===== src/rtl/hp_pkg.sv =====
package hp_pkg;

    localparam int REG_W       = 16;
    localparam int BYTE_W      = 8;
    localparam int IDX_W       = 4;
    localparam int STS_SLOT_B  = 1;
    localparam int STS_CPU_B   = 2;

    typedef enum logic [2:0] {
        SEL_CPU_LIVE,
        SEL_CPU_FW,
        SEL_STS,
        SEL_EN,
        SEL_SLOT_UP,
        SEL_SLOT_DN,
        SEL_NONE
    } reg_sel_e;

    typedef struct packed {
        reg_sel_e          sel;
        logic              hi;
        logic              wr;
        logic [BYTE_W-1:0] wdata;
    } bus_acc_t;

    typedef struct packed {
        logic             valid;
        logic             insert;
        logic [IDX_W-1:0] idx;
    } hp_evt_t;

    function automatic logic [REG_W-1:0] lane_replace(
        input logic [REG_W-1:0] cur, input logic hi, input logic [BYTE_W-1:0] d);
        return hi ? {d, cur[BYTE_W-1:0]} : {cur[REG_W-1:BYTE_W], d};
    endfunction

    function automatic logic [REG_W-1:0] lane_clear(
        input logic [REG_W-1:0] cur, input logic hi, input logic [BYTE_W-1:0] d);
        return hi ? (cur & ~{d, {BYTE_W{1'b0}}}) : (cur & ~{{BYTE_W{1'b0}}, d});
    endfunction

    function automatic logic [BYTE_W-1:0] lane_pick(
        input logic [REG_W-1:0] v, input logic hi);
        return hi ? v[REG_W-1:BYTE_W] : v[BYTE_W-1:0];
    endfunction

    function automatic logic [REG_W-1:0] low_mask(input int n);
        logic [REG_W-1:0] m;
        m = '0;
        for (int i = 0; i < REG_W; i++) begin
            if (i < n) m[i] = 1'b1;
        end
        return m;
    endfunction

endpackage


===== src/rtl/hp_addr_decode.sv =====
module hp_addr_decode
    import hp_pkg::*;
#(
    parameter int ADDR_W    = 4,
    parameter int CPU_BASE  = 0,
    parameter int EVT_BASE  = 4,
    parameter int SLOT_BASE = 8
) (
    input  logic [ADDR_W-1:0] addr,
    input  logic              wr,
    input  logic [BYTE_W-1:0] wdata,
    output bus_acc_t          acc
);
    localparam int GRP_W = ADDR_W - 2;
    localparam logic [GRP_W-1:0] CPU_GRP  = GRP_W'(CPU_BASE / 4);
    localparam logic [GRP_W-1:0] EVT_GRP  = GRP_W'(EVT_BASE / 4);
    localparam logic [GRP_W-1:0] SLOT_GRP = GRP_W'(SLOT_BASE / 4);

    logic [GRP_W-1:0] grp;
    logic             upper_pair;

    assign grp        = addr[ADDR_W-1:2];
    assign upper_pair = addr[1];

    always_comb begin
        acc.hi    = addr[0];
        acc.wr    = wr;
        acc.wdata = wdata;
        if (grp == CPU_GRP)
            acc.sel = upper_pair ? SEL_CPU_FW : SEL_CPU_LIVE;
        else if (grp == EVT_GRP)
            acc.sel = upper_pair ? SEL_EN : SEL_STS;
        else if (grp == SLOT_GRP)
            acc.sel = upper_pair ? SEL_SLOT_DN : SEL_SLOT_UP;
        else
            acc.sel = SEL_NONE;
    end
endmodule


===== src/rtl/hp_cpu_map.sv =====
module hp_cpu_map
    import hp_pkg::*;
#(
    parameter int NUM_CPU   = 16,
    parameter int BOOT_CPUS = 2
) (
    input  logic             clk,
    input  logic             rst,
    input  bus_acc_t         acc,
    input  hp_evt_t          evt,
    output logic [REG_W-1:0] live,
    output logic [REG_W-1:0] fw
);
    localparam logic [REG_W-1:0] BOOT_MASK = low_mask(BOOT_CPUS);

    logic fw_wr;
    assign fw_wr = acc.wr && (acc.sel == SEL_CPU_FW);

    for (genvar b = 0; b < REG_W; b++) begin : g_live
        if (b < NUM_CPU) begin : g_bit
            always_ff @(posedge clk) begin
                if (rst)
                    live[b] <= BOOT_MASK[b];
                else if (evt.valid && evt.idx == IDX_W'(b))
                    live[b] <= evt.insert;
            end
        end else begin : g_tie
            assign live[b] = 1'b0;
        end
    end

    always_ff @(posedge clk) begin
        if (rst)
            fw <= BOOT_MASK;
        else if (fw_wr)
            fw <= lane_replace(fw, acc.hi, acc.wdata);
    end

    // a bus write alone never moves the live map
    assert_live_readonly_R3: assert property (@(posedge clk) disable iff (rst)
        (acc.wr && acc.sel == SEL_CPU_LIVE && !evt.valid) |=> $stable(live));

    // the addressed processor bit follows the insert flag
    assert_cpu_bit_R6: assert property (@(posedge clk) disable iff (rst)
        (evt.valid && 32'(evt.idx) < NUM_CPU) |=> (live[$past(evt.idx)] == $past(evt.insert)));

    // events leave the firmware copy alone
    assert_fw_untouched_R6: assert property (@(posedge clk) disable iff (rst)
        (evt.valid && !fw_wr) |=> $stable(fw));

    // a byte write keeps the other lane
    assert_fw_lane_R5: assert property (@(posedge clk) disable iff (rst)
        (fw_wr && !acc.hi) |=> (fw[REG_W-1:BYTE_W] == $past(fw[REG_W-1:BYTE_W])));
endmodule


===== src/rtl/hp_slot_map.sv =====
module hp_slot_map
    import hp_pkg::*;
#(
    parameter int NUM_SLOT = 16
) (
    input  logic             clk,
    input  logic             rst,
    input  hp_evt_t          evt,
    output logic [REG_W-1:0] up_map,
    output logic [REG_W-1:0] dn_map
);
    for (genvar b = 0; b < REG_W; b++) begin : g_slot
        if (b < NUM_SLOT) begin : g_bit
            logic hit;
            assign hit = (evt.idx == IDX_W'(b));
            always_ff @(posedge clk) begin
                if (rst) begin
                    up_map[b] <= 1'b0;
                    dn_map[b] <= 1'b0;
                end else if (evt.valid) begin
                    up_map[b] <= hit && evt.insert;
                    dn_map[b] <= hit && !evt.insert;
                end
            end
        end else begin : g_tie
            assign up_map[b] = 1'b0;
            assign dn_map[b] = 1'b0;
        end
    end

    // after a slot event at most one bit is set across both maps
    assert_slot_single_R7: assert property (@(posedge clk) disable iff (rst)
        evt.valid |=> $onehot0({up_map, dn_map}));
endmodule


===== src/rtl/hp_event_regs.sv =====
module hp_event_regs
    import hp_pkg::*;
(
    input  logic             clk,
    input  logic             rst,
    input  bus_acc_t         acc,
    input  logic             cpu_hit,
    input  logic             slot_hit,
    output logic [REG_W-1:0] sts,
    output logic [REG_W-1:0] en,
    output logic             irq
);
    logic [REG_W-1:0] set_mask;
    logic [REG_W-1:0] sts_kept;
    logic             sts_wr;
    logic             en_wr;

    assign sts_wr = acc.wr && (acc.sel == SEL_STS);
    assign en_wr  = acc.wr && (acc.sel == SEL_EN);

    always_comb begin
        set_mask             = '0;
        set_mask[STS_CPU_B]  = cpu_hit;
        set_mask[STS_SLOT_B] = slot_hit;
        sts_kept = sts_wr ? lane_clear(sts, acc.hi, acc.wdata) : sts;
    end

    always_ff @(posedge clk) begin
        if (rst) begin
            sts <= '0;
            en  <= '0;
            irq <= 1'b0;
        end else begin
            sts <= sts_kept | set_mask;
            if (en_wr)
                en <= lane_replace(en, acc.hi, acc.wdata);
            irq <= (cpu_hit && en[STS_CPU_B]) || (slot_hit && en[STS_SLOT_B]);
        end
    end

    // only a bus write moves the enable register
    assert_en_stable_R9: assert property (@(posedge clk) disable iff (rst)
        !en_wr |=> $stable(en));

    // an event's bit is set after any same-cycle clear
    assert_evt_wins_R10: assert property (@(posedge clk) disable iff (rst)
        cpu_hit |=> sts[STS_CPU_B]);

    // a pulse always comes with a recorded event class
    assert_irq_has_cause_R8: assert property (@(posedge clk) disable iff (rst)
        irq |-> (sts[STS_CPU_B] || sts[STS_SLOT_B]));

    // a zero byte written to status clears nothing
    assert_zero_w1c_R4: assert property (@(posedge clk) disable iff (rst)
        (sts_wr && acc.wdata == '0) |=> ((sts & $past(sts)) == $past(sts)));
endmodule


===== src/rtl/hotplug_evt_regs.sv =====
module hotplug_evt_regs
    import hp_pkg::*;
#(
    parameter int NUM_CPU   = 16,
    parameter int BOOT_CPUS = 2,
    parameter int NUM_SLOT  = 16,
    parameter int ADDR_W    = 4,
    parameter int CPU_BASE  = 0,
    parameter int EVT_BASE  = 4,
    parameter int SLOT_BASE = 8
) (
    input  logic              clk,
    input  logic              rst,
    input  logic [ADDR_W-1:0] bus_addr,
    input  logic              bus_wr,
    input  logic [7:0]        bus_wdata,
    output logic [7:0]        bus_rdata,
    input  logic              cpu_evt_valid,
    input  logic [3:0]        cpu_evt_idx,
    input  logic              cpu_evt_insert,
    input  logic              slot_evt_valid,
    input  logic [3:0]        slot_evt_idx,
    input  logic              slot_evt_insert,
    output logic              irq_pulse
);
    bus_acc_t         acc;
    hp_evt_t          cpu_evt, slot_evt;
    logic [REG_W-1:0] live_map, fw_map, sts_reg, en_reg, up_map, dn_map;

    assign cpu_evt  = '{valid: cpu_evt_valid,  insert: cpu_evt_insert,  idx: cpu_evt_idx};
    assign slot_evt = '{valid: slot_evt_valid, insert: slot_evt_insert, idx: slot_evt_idx};

    hp_addr_decode #(
        .ADDR_W(ADDR_W), .CPU_BASE(CPU_BASE), .EVT_BASE(EVT_BASE), .SLOT_BASE(SLOT_BASE)
    ) u_dec (
        .addr(bus_addr), .wr(bus_wr), .wdata(bus_wdata), .acc(acc)
    );

    hp_cpu_map #(.NUM_CPU(NUM_CPU), .BOOT_CPUS(BOOT_CPUS)) u_cpu (
        .clk(clk), .rst(rst), .acc(acc), .evt(cpu_evt), .live(live_map), .fw(fw_map)
    );

    hp_slot_map #(.NUM_SLOT(NUM_SLOT)) u_slot (
        .clk(clk), .rst(rst), .evt(slot_evt), .up_map(up_map), .dn_map(dn_map)
    );

    hp_event_regs u_evt (
        .clk(clk), .rst(rst), .acc(acc),
        .cpu_hit(cpu_evt_valid), .slot_hit(slot_evt_valid),
        .sts(sts_reg), .en(en_reg), .irq(irq_pulse)
    );

    always_comb begin
        unique case (acc.sel)
            SEL_CPU_LIVE: bus_rdata = lane_pick(live_map, acc.hi);
            SEL_CPU_FW:   bus_rdata = lane_pick(fw_map,   acc.hi);
            SEL_STS:      bus_rdata = lane_pick(sts_reg,  acc.hi);
            SEL_EN:       bus_rdata = lane_pick(en_reg,   acc.hi);
            SEL_SLOT_UP:  bus_rdata = lane_pick(up_map,   acc.hi);
            SEL_SLOT_DN:  bus_rdata = lane_pick(dn_map,   acc.hi);
            default:      bus_rdata = '0;
        endcase
    end

    // unmapped offsets read as zero
    assert_unmapped_zero_R11: assert property (@(posedge clk) disable iff (rst)
        (acc.sel == SEL_NONE) |-> (bus_rdata == '0));

    // writes to unmapped offsets leave the registers intact
    assert_unmapped_wr_R11: assert property (@(posedge clk) disable iff (rst)
        (bus_wr && acc.sel == SEL_NONE && !cpu_evt_valid && !slot_evt_valid)
        |=> ($stable(live_map) && $stable(fw_map) && $stable(sts_reg) && $stable(en_reg)));
endmodule


===== config.mk =====
export PLATFORM = sky130hd
export DESIGN_NAME = hotplug_evt_regs
export DESIGN_NICKNAME = d
export VERILOG_FILES = /design/src/rtl/hp_pkg.sv /design/src/rtl/hp_addr_decode.sv /design/src/rtl/hp_cpu_map.sv /design/src/rtl/hp_slot_map.sv /design/src/rtl/hp_event_regs.sv /design/src/rtl/hotplug_evt_regs.sv
export SDC_FILE = /design/constraint.sdc
export NUM_CORES = 1
export LEC_CHECK = 0
export ABC_AREA = 1
export CELL_PAD_IN_SITES_DETAIL_PLACEMENT = 0
export CELL_PAD_IN_SITES_GLOBAL_PLACEMENT = 1
export CORE_ASPECT_RATIO = 1.5
export CORE_MARGIN = 5
export CORE_UTILIZATION = 47
export CTS_BUF_LIST = sky130_fd_sc_hd__clkbuf_16
export CTS_CLUSTER_SIZE = 24
export DETAILED_ROUTE_END_ITERATION = 7
export DONT_BUFFER_PORTS = 1
export GPL_ROUTABILITY_DRIVEN = 0
export HOLD_SLACK_MARGIN = 0.03
export PLACE_DENSITY = 0.87
export SKIP_CTS_REPAIR_TIMING = 1
export SLEW_MARGIN = 20
export SYNTH_ARGS = -nofsm -noshare
export SYNTH_HDL_FRONTEND = slang
export SYNTH_SLANG_ARGS = --single-unit
export TNS_END_PERCENT = 1

===== constraint.sdc =====
create_clock -name clk -period 3.63 [get_ports clk]
set_input_delay 0.726 -clock clk [delete_from_list [all_inputs] [get_ports clk]]
set_output_delay 0.726 -clock clk [all_outputs]
set_load 0.05 [all_outputs]

==> impl_metrics.yaml <==
finish:
  syn_to_final_growth_pct: 8.12
  fin_area_um2: 5100
  num-fill-cells: 1058
  final_cells: 878
  seqCellArea_um2: 1940
  multi_input_area_um2: 2410
  final_util: 0.523
  fin_nets: 785
  antenna_cells: 0
  final_layout_size_suffix_gt1_frac: 0.0393
synthesis:
  synth-edff-count: 0
  synth.lib_cells_used.distinct: 22
  syn_area_um2: 4710
  yosys-top-cells-area: "dfxtp_1 41%, nand2_1 29%, nor2_1 8.4%"
  avgSynthCellArea_um2: 6.08
  synth_cells: 776
  synth_ff_type: "dfxtp_1"
  async_flop_share: 0
  synth_top_area_share: 0.412
  synth_commonest_cells: "369 x nand2_1, 106 x nor2_1, 97 x dfxtp_1"
  synth-seq-area-share: 0.412
  synth.most_common_cell: "nand2_1"
  ys_seq_elements: 97
  yosysWarnings: 0
  yosys.area.top_type: "dfxtp_1"
  synth_nets: 803
power:
  p_comb_frac: 0.058
  pwr-share-seq: 0.453
  p_sw_frac: 0.227
  cellPowerDensity_nw_per_um2: 472
  power.share.clock: 0.489
  ir_drop_mv: 0.359
  total_leakage_power_nw: 2.40
  switchingPower_mw: 0.547
  p_int_mw: 1.86
detailed_routing:
  drc: 0
  drtPass1Iterations: 5
  drtIter0Drc: 233
  routedWlPerCell_um: 14.8
  antenna_left: 0
  viasPerCell: 5.12
  routed_wl_um: 13000
  vias: 4492
sta:
  fin_ws_ns: 0.738
  max_freq_mhz: 346
  clock_skew_ns: 0.00285
  hold_viol_final: 0
  rsz0062_at_grt: "false"
  relSlewSlack: 0.461
  min_period_ns: 2.89
  tightest_slew_ns: 0.808
  slew_viol_final: 0
  setup_violations: 0
  tns_ns: 0
  period_share: 0.797
placed_design:
  placed_cells: 862
  dpl.hpwl_um: 9380
  io_buffers: 0
  place_ws_ns: 0.765
  dpl_cell_area_um2: 4730
floorplanning:
  core_area_um2: 9740
  initial_core_util: 0.484
  die_area_um2: 12200
  pin_count: 36
  die_y_um: 133
  row_count: 44
  die_width_um: 91.8
setup_path:
  endpoint_kind: "primary output"
  cp_max_fo: 58
  cp.arrival_ns: 2.17
  path_class: "input port to primary output"
  start_kind: "input port"
  critPathRequiredTime_ns: 2.90
  rrSetupSlack_ns: 2.83
clock_tree:
  root_buffer: "clkbuf_16"
  clk_latency_ns: 0.35
  path_clk_slew_ns: 0.07
  clock_sinks: 97
  cts_tree: "yes"
  cts_buffer_depth: 2
  numCtsBuffers: 9
  h-tree-depth: 3
min_path:
  hp-class: "input port to register"
run:
  drv_cap: 0
grt:
  grt.total_usage: 0.219
  grt_max_degree: 59
  antenna_found_initial: 0
  globalRouteOverflowTotal: 0
  grt_pass1_wl_um: 21100
  grt_pass1_vias: 4163
status:
  status: "complete, no violations"
## critical path, stage by stage
cell     delay [ns]
inv_2          0.58
nand2_1        0.12
nand2_1        0.10
nand2_1        0.05
nand2_1        0.10
nor2_1         0.08
nand2_1        0.37
## cells in the final DEF (no fill, tap or decap)
cell and instances:
nor2_8 1, dfxtp_1 97, nand4_1 1, o21ai_1 2, nor3_1 3, a21oi_1 60, nand3_2 2, buf_4 2
nand2_1 369, inv_1 53, nand3_1 15, nor3_4 2, inv_6 1, clkinv_2 1, o21ai_0 24, clkinv_1 2
nand2_2 1, inv_2 4, nor2_1 106, clkinvlp_4 1, bufinv_16 4, nor2_2 2, clkbuf_16 9, nand3b_1 1
## cells by family (layout without fill, tap and decap cells)
kind of cell	count (synthesis)	after routing	synth area share
AND/OR/NAND/NOR	503	503	0.420
flip-flops	97	97	0.412
buffers and inverters	90	77	0.0772
AO/OA/AOI/OAI	86	86	0.0913
## final cells by class
type,count,area share
timing repair buffer,2,0.00295
inverter,59,0.0434
multi-input combinational,589,0.473
clock buffer,9,0.0442
clock inverter,7,0.0277
tap,115,0.0282
sequential,97,0.381
## path summary, 6_finish.rpt
| check | from | end | cells after the start |
|---|---|---|---|
| worst max-delay path | bus_addr[0] | bus_rdata[5] | 7 |
| worst min-delay path | rst | u_slot.dn_map[1]$_SDFFE_PP0P_ | 1 |
| worst max register to register | u_evt.sts[1]$_SDFF_PP0_ | u_evt.sts[1]$_SDFF_PP0_ | 6 |
| worst min register to register | u_evt.sts[0]$_SDFFE_PP0P_ | u_evt.sts[0]$_SDFFE_PP0P_ | 2 |
## per-layer routing
metal	up-vias	track usage	share of wire
met5	-	0	0
met4	0	0.0975	0.034
met3	25	0.0517	0.051
met2	104	0.383	0.50
met1	2029	0.252	0.41
li1	2334	-	-
## stage by stage
stage	total power, mW	hold slack (ns)
after floorplan	1.24	0.421
after global placement	1.25	0.429
after detailed placement	1.25	0.437
after CTS	2.42	0.434
after global routing	2.49	0.423
final	2.40	0.445
## power groups by stage
stage               clock network [mW]  registers [mW]  logic [mW]
CTS                               1.19            1.09       0.140
detailed placement                   0            1.11       0.139
floorplan                            0            1.11       0.127
global route                      1.24            1.09       0.157
global placement                     0            1.11       0.136
finish                            1.18            1.09       0.139
Note: power is estimated with default switching activity, not from simulation.
